===== src/rtl/kp_pkg.sv =====
package kp_pkg;
    typedef enum logic [2:0] {
        ST_IDLE,
        ST_FETCH,
        ST_HASH,
        ST_FLUSH,
        ST_REPLY
    } kp_state_e;

    localparam logic [7:0] OP_DERIVE  = 8'h20;
    localparam logic [7:0] OP_INSTALL = 8'h10;

    localparam logic [7:0] STS_OK     = 8'h00;
    localparam logic [7:0] STS_PARAM  = 8'h03;
    localparam logic [7:0] STS_REFUSE = 8'h0F;
endpackage


===== src/rtl/kp_msg_builder.sv =====
module kp_msg_builder #(
    parameter int KEY_W  = 256,
    parameter int ONES_W = 64,
    parameter int SEED_W = 128,
    parameter int LEN_W  = 64
) (
    input  logic [KEY_W-1:0]                       key,
    input  logic [SEED_W-2:0]                      seed_kept,
    output logic [KEY_W+ONES_W+SEED_W+LEN_W-1:0]   msg
);
    localparam int          BODY_BITS = KEY_W + ONES_W + SEED_W - 1;
    localparam logic [LEN_W-1:0] LEN_VAL = LEN_W'(BODY_BITS);

    always_comb begin
        msg = {key, {ONES_W{1'b1}}, seed_kept, 1'b1, LEN_VAL};
    end
endmodule


===== src/rtl/kp_digest_store.sv =====
module kp_digest_store #(
    parameter int DIG_W = 256
) (
    input  logic             clk,
    input  logic             rst_n,
    input  logic             capture,
    input  logic [DIG_W-1:0] capture_val,
    input  logic             discard,
    output logic             ready,
    output logic [DIG_W-1:0] value
);
    always_ff @(posedge clk or negedge rst_n) begin
        if (!rst_n) begin
            ready <= 1'b0;
            value <= '0;
        end else if (discard) begin
            ready <= 1'b0;
            value <= '0;
        end else if (capture) begin
            ready <= 1'b1;
            value <= capture_val;
        end
    end
endmodule


===== src/rtl/kp_secret_store.sv =====
module kp_secret_store #(
    parameter int SEC_W = 256
) (
    input  logic             clk,
    input  logic             rst_n,
    input  logic             wr_en,
    input  logic [SEC_W-1:0] wr_data,
    output logic             locked,
    output logic [SEC_W-1:0] value
);
    always_ff @(posedge clk or negedge rst_n) begin
        if (!rst_n) begin
            locked <= 1'b0;
            value  <= '0;
        end else if (wr_en && !locked) begin
            locked <= 1'b1;
            value  <= wr_data;
        end
    end
endmodule


===== src/rtl/kp_personalize_ctrl.sv =====
module kp_personalize_ctrl
    import kp_pkg::*;
#(
    parameter int KEYID_W    = 16,
    parameter int KEY_W      = 256,
    parameter int SEED_BYTES = 16,
    parameter int DATA_BYTES = 32,
    parameter int ONES_W     = 64,
    parameter int LEN_W      = 64
) (
    input  logic                                          clk,
    input  logic                                          rst_n,
    input  logic                                          cmd_valid,
    input  logic [7:0]                                    cmd_opcode,
    input  logic [7:0]                                    cmd_p1,
    input  logic [KEYID_W-1:0]                            cmd_p2,
    input  logic [8*DATA_BYTES-1:0]                       cmd_data,
    output logic                                          cmd_ready,
    output logic                                          busy,
    output logic                                          rsp_valid,
    output logic [7:0]                                    rsp_status,
    output logic [KEYID_W-1:0]                            key_id,
    input  logic [KEY_W-1:0]                              key_data,
    output logic                                          sha_req,
    output logic [KEY_W+ONES_W+8*SEED_BYTES+LEN_W-1:0]    sha_msg,
    input  logic                                          sha_done,
    input  logic [8*DATA_BYTES-1:0]                       sha_digest,
    input  logic                                          wdt_expire,
    input  logic                                          sleep_req,
    output logic                                          mem_valid,
    output logic [8*DATA_BYTES-1:0]                       mac_secret
);
    localparam int DATA_W = 8 * DATA_BYTES;
    localparam int SEED_W = 8 * SEED_BYTES;
    localparam int MSG_W  = KEY_W + ONES_W + SEED_W + LEN_W;

    kp_state_e               state_q, state_d;
    logic [7:0]              status_q, status_d;
    logic [SEED_W-2:0]       seed_q;
    logic [KEYID_W-1:0]      key_id_q;
    logic [MSG_W-1:0]        msg_q, msg_built;

    logic                    accept;
    logic                    abort;
    logic                    latch_seed;
    logic                    dig_capture;
    logic                    dig_discard;
    logic                    dig_ready;
    logic [DATA_W-1:0]       dig_value;
    logic                    sec_write;

    assign accept = cmd_valid && (state_q == ST_IDLE);
    assign abort  = wdt_expire || sleep_req;

    kp_msg_builder #(
        .KEY_W  (KEY_W),
        .ONES_W (ONES_W),
        .SEED_W (SEED_W),
        .LEN_W  (LEN_W)
    ) u_msg (
        .key       (key_data),
        .seed_kept (seed_q),
        .msg       (msg_built)
    );

    kp_digest_store #(
        .DIG_W (DATA_W)
    ) u_dig (
        .clk         (clk),
        .rst_n       (rst_n),
        .capture     (dig_capture),
        .capture_val (sha_digest),
        .discard     (dig_discard),
        .ready       (dig_ready),
        .value       (dig_value)
    );

    kp_secret_store #(
        .SEC_W (DATA_W)
    ) u_sec (
        .clk     (clk),
        .rst_n   (rst_n),
        .wr_en   (sec_write),
        .wr_data (cmd_data ^ dig_value),
        .locked  (mem_valid),
        .value   (mac_secret)
    );

    // Next-state and datapath strobes
    always_comb begin
        state_d     = state_q;
        status_d    = status_q;
        latch_seed  = 1'b0;
        dig_capture = 1'b0;
        dig_discard = abort;
        sec_write   = 1'b0;
        unique case (state_q)
            ST_IDLE: begin
                if (accept) begin
                    case (cmd_opcode)
                        OP_DERIVE: begin
                            if (cmd_p1 != 8'h00) begin
                                status_d = STS_PARAM;
                                state_d  = ST_REPLY;
                            end else begin
                                latch_seed  = 1'b1;
                                dig_discard = 1'b1;
                                state_d     = ST_FETCH;
                            end
                        end
                        OP_INSTALL: begin
                            state_d = ST_REPLY;
                            if (cmd_p1 != 8'h00 || cmd_p2 != '0) begin
                                status_d = STS_PARAM;
                            end else if (!dig_ready || mem_valid) begin
                                status_d    = STS_REFUSE;
                                dig_discard = 1'b1;
                            end else begin
                                status_d    = STS_OK;
                                sec_write   = 1'b1;
                                dig_discard = 1'b1;
                            end
                        end
                        default: begin
                            dig_discard = 1'b1;
                        end
                    endcase
                end
            end
            ST_FETCH: begin
                state_d = abort ? ST_IDLE : ST_HASH;
            end
            ST_HASH: begin
                if (abort) begin
                    state_d = sha_done ? ST_IDLE : ST_FLUSH;
                end else if (sha_done) begin
                    dig_capture = 1'b1;
                    status_d    = STS_OK;
                    state_d     = ST_REPLY;
                end
            end
            ST_FLUSH: begin
                if (sha_done) begin
                    state_d = ST_IDLE;
                end
            end
            ST_REPLY: begin
                state_d = ST_IDLE;
            end
            default: begin
                state_d = ST_IDLE;
            end
        endcase
    end

    // State and command registers
    always_ff @(posedge clk or negedge rst_n) begin
        if (!rst_n) begin
            state_q  <= ST_IDLE;
            status_q <= STS_OK;
            seed_q   <= '0;
            key_id_q <= '0;
            msg_q    <= '0;
        end else begin
            state_q  <= state_d;
            status_q <= status_d;
            if (latch_seed) begin
                seed_q   <= cmd_data[DATA_W-1 -: SEED_W-1];
                key_id_q <= cmd_p2;
            end
            if (state_q == ST_FETCH) begin
                msg_q <= msg_built;
            end
        end
    end

    // Outputs decoded from the state
    always_comb begin
        cmd_ready  = 1'b0;
        busy       = 1'b0;
        sha_req    = 1'b0;
        rsp_valid  = 1'b0;
        unique case (state_q)
            ST_IDLE:  cmd_ready = 1'b1;
            ST_FETCH: busy      = 1'b1;
            ST_HASH: begin
                busy    = 1'b1;
                sha_req = 1'b1;
            end
            ST_FLUSH: begin
                busy    = 1'b1;
                sha_req = 1'b1;
            end
            ST_REPLY: rsp_valid = 1'b1;
            default:  cmd_ready = 1'b0;
        endcase
    end

    assign rsp_status = status_q;
    assign key_id     = key_id_q;
    assign sha_msg    = msg_q;
endmodule


===== config.mk =====
export PLATFORM = sky130hd
export DESIGN_NAME = kp_personalize_ctrl
export DESIGN_NICKNAME = d
export VERILOG_FILES = /design/src/rtl/kp_pkg.sv /design/src/rtl/kp_msg_builder.sv /design/src/rtl/kp_digest_store.sv /design/src/rtl/kp_secret_store.sv /design/src/rtl/kp_personalize_ctrl.sv
export SDC_FILE = /design/constraint.sdc
export NUM_CORES = 2
export LEC_CHECK = 0
export BUFFER_PORTS_ARGS = -buffer_cell sky130_fd_sc_hd__buf_2
export CAP_MARGIN = 20
export CELL_PAD_IN_SITES_DETAIL_PLACEMENT = 0
export CELL_PAD_IN_SITES_GLOBAL_PLACEMENT = 1
export CORE_AREA = 4 4 625 627
export DETAILED_ROUTE_END_ITERATION = 8
export DIE_AREA = 0 0 629 631
export PLACE_DENSITY_LB_ADDON = 0.1
export SETUP_SLACK_MARGIN = 0.3
export SYNTH_ARGS = -nofsm -noshare
export SYNTH_HDL_FRONTEND = slang
export SYNTH_SLANG_ARGS = --single-unit

===== constraint.sdc =====
create_clock -name clk -period 2.8 [get_ports clk]
set_input_delay 0.28 -clock clk [delete_from_list [all_inputs] [get_ports clk]]
set_output_delay 0.28 -clock clk [all_outputs]
set_load 0.1 [all_outputs]

==> metrics.yaml <==
startpoint_type: "flop"
critPathKind: "flop to flop"
track_usage: 0.1211
syn_inst: 2957
ir_worst_vdd_mv: 0.4586
worst-r2r-setup-slack_ps: 280
cp.required_ps: 3470
grt_max_degree: 98
drt_iter0_drc: 1160
drive_gt1_frac: 0.4607
finalInstanceArea_um2: 71750
finalCriticalPeriod_ps: 2516
power_density_nw_per_um2: 646.4
async_flop_share: 1.000
synth-edff-count: 0
vias_per_cell: 3.156
insertion_delay_ps: 870
ys_types: 33
dpl_cell_area_um2: 57850
slew_viol_final: 0
die_x_um: 629
clk_pin_slew_ps: 50
cp_data_arrival_time_ps: 3180
num_vias: 33551
fp-row-count: 228
yosysSeqAreaShare: 0.6047
wire_per_inst_um: 23.62
cts-root-buf: "clkbuf_16"
drc: 0
min_period_over_period: 0.8986
ios: 1603
critPathMaxFanout: 8
hold_path.class: "input port to asynchronous set/reset pin"
crit_chain: "nor4b_4, nand4_2, buf_6, nor3_4, buf_12, buf_16, buf_12, buf_16, mux2_2"
ys_top_cells_by_area: "dfrtp_1, mux2_2, mux2_1"
synth.most_common_cell: "dfrtp_1"
finish.utilization: 0.1864
synth_seq_cells: 1046
skew_ps: 60.23
worstMarginPinSlew_ps: 963.1
path_buf_inv: 5
dp_hpwl_mm: 195.2
area_growth_pct: 65.75
firstDrtPassIters: 5
numCtsBuffers: 157
cpPeakStageDelay_ps: 410
max_slew_margin: 0.3520
synth_top_area_share: 0.6047
grt_first_pass_wirelength_mm: 336.4
crit_slowest_cell: "dfrtp_1"
nNetsFinal: 6218
finalSetupViolCount: 0
ant_nets: 0
yosysWarnings: 0
synthTopCellsByCount: "dfrtp_1, mux2_2, nor3_1, mux2i_1, xor2_1"
grt_setup_unrepaired: "true"
clock_path_buffers: 4
yosys.area.top_type: "dfrtp_1"
antenna_found_initial: 100
start_util: 0.1125
core-area_um2: 384800
cp-end-kind: "flop"
grt-ovfl-total: 0
portBuffers: 1542
cts.sinks: 1046
cts-htree-levels: 4
cts_tree: "done"
die_h_um: 631
grt_pass1_vias: 37125
status: "finished, final reports clean"
synth_area_um2: 43290
final_hold_viol_count: 0
die_area_um2: 396900
fmax_ghz: 0.3975
critPathTopFamily: "buffers and inverters"
p_leak_nw: 37.39
avgSynthCellArea_um2: 14.64
ys.flop_type: "dfrtp_1"
wirelength_mm: 251.1
maxCapViolations: 0
place.gp.congestion: 0.7900
[logic make-up after synthesis]
| logic type | Yosys count | synth area share |
|---|---|---|
| flip-flops | 1046 | 0.6047 |
| buffers and inverters | 306 | 0.04281 |
| AO/OA/AOI/OAI | 9 | 0.001243 |
| XOR/XNOR | 256 | 0.05180 |
| multiplexers | 1040 | 0.2631 |
| other | 1 | 0.00008663 |
| AND/OR/NAND/NOR | 299 | 0.03627 |
[cells in the final DEF, fill, tap and decap left out, types with 4 or more instances in the layout]
cell type / netlist / final
bufinv_16: 0 / 5
nor2_1: 6 / 6
mux2_1: 229 / 229
nand2b_1: 4 / 4
clkinv_2: 0 / 23
clkbuf_16: 0 / 166
dlygate4sd3_1: 0 / 795
clkbuf_1: 115 / 48
nor4_1: 8 / 4
buf_16: 0 / 5
conb_1: 1 / 60
nor3_1: 260 / 259
clkbuf_4: 0 / 34
clkbuf_8: 0 / 31
mux2i_1: 257 / 257
mux2_2: 554 / 520
buf_12: 0 / 58
mux2_4: 0 / 34
clkinv_8: 0 / 4
nor4_2: 0 / 4
buf_8: 0 / 16
diode_2: 0 / 40
buf_4: 140 / 119
buf_2: 23 / 1503
dfrtp_1: 1046 / 1045
xor2_1: 256 / 256
[layout make-up]
class | count | area (um2)
Antenna cell | 40 | 100.1
Clock buffer | 238 | 4586
Clock inverter | 40 | 439.2
Fill cell | 42383 | 313100
Inverter | 1 | 3.754
Multi-Input combinational cell | 1664 | 15670
Sequential cell | 1046 | 26180
Tap cell | 5060 | 6331
Timing Repair Buffer | 2542 | 18440
[state kept, by name, summed over array words and instances, names as in the netlist]
| name | flops |
|---|---|
| sha_msg | 384 |
| u_dig.value | 256 |
| u_sec.value | 256 |
| seed_q | 127 |
| key_id | 16 |
| state_q | 3 |
| rsp_status | 2 |
| u_dig.ready | 1 |
| u_sec.locked | 1 |
[report_power, final]
| part | leakage [nW] | total [mW] | internal, mW | switching (mW) |
|---|---|---|---|---|
| Combinational | 20.6 | 10.4 | 2.28 | 8.14 |
| Clock | 2.46 | 20.0 | 11.8 | 8.22 |
| Sequential | 14.4 | 16.0 | 15.7 | 0.302 |
| Total | 37.4 | 46.4 | 29.7 | 16.7 |
[through the flow]
| step | hold WS [ps] | setup TNS [ps] | total power [mW] | setup WS [ps] | instances |
|---|---|---|---|---|---|
| floorplan | -15.59 | 0 | 22.95 | 570.4 | 3016 |
| CTS | 12.65 | 0 | 47.62 | 214.8 | 10576 |
| detailed placement | 319.7 | -275730 | 25.66 | -713.6 | 9494 |
| global route | 42.95 | 0 | 48.43 | 210.0 | 10609 |
| finish | 92.76 | 0 | 46.38 | 284.0 | 10631 |
| global placement | 320.5 | -233640 | 25.70 | -654.4 | 9493 |
[worst register-to-register path: stages, from the launching register on]
cell	delay, ps
dfrtp_1	410
nor4b_4	330
nand4_2	140
buf_6	150
nor3_4	300
buf_12	190
buf_16	180
buf_12	210
buf_16	130
mux2_2	330
[layer usage]
layer	vias to the layer above	part of all wire	track usage
li1	15185	-	-
met1	16863	0.41	0.1460
met2	1127	0.50	0.2133
met3	338	0.066	0.03574
met4	38	0.020	0.02280
met5	-	0.0010	0
[what timing repair did]
item	4_1_cts	5_1_grt
hold endpoints to repair	1074	0
hold buffers	795	0
buffers inserted	6	8
setup endpoints to repair	321	294
cloned	3	7
gates resized for setup	11	102
pin swaps	3	2
[final timing paths]
| kind | start | endpoint | cells after the start |
|---|---|---|---|
| max | state_q[2] | seed_q[24] | 9 |
| min | rst_n | u_sec.value[99] | 2 |
| max reg2reg | state_q[2] | seed_q[24] | 9 |
| min reg2reg | u_sec.value[250] | u_sec.value[250] | 1 |
| max in group asynchronous | rst_n | u_sec.value[173] | 3 |
| min in group clk | key_data[143] | sha_msg[399] | 3 |
No activity file was read; power rests on OpenSTA's default activity.
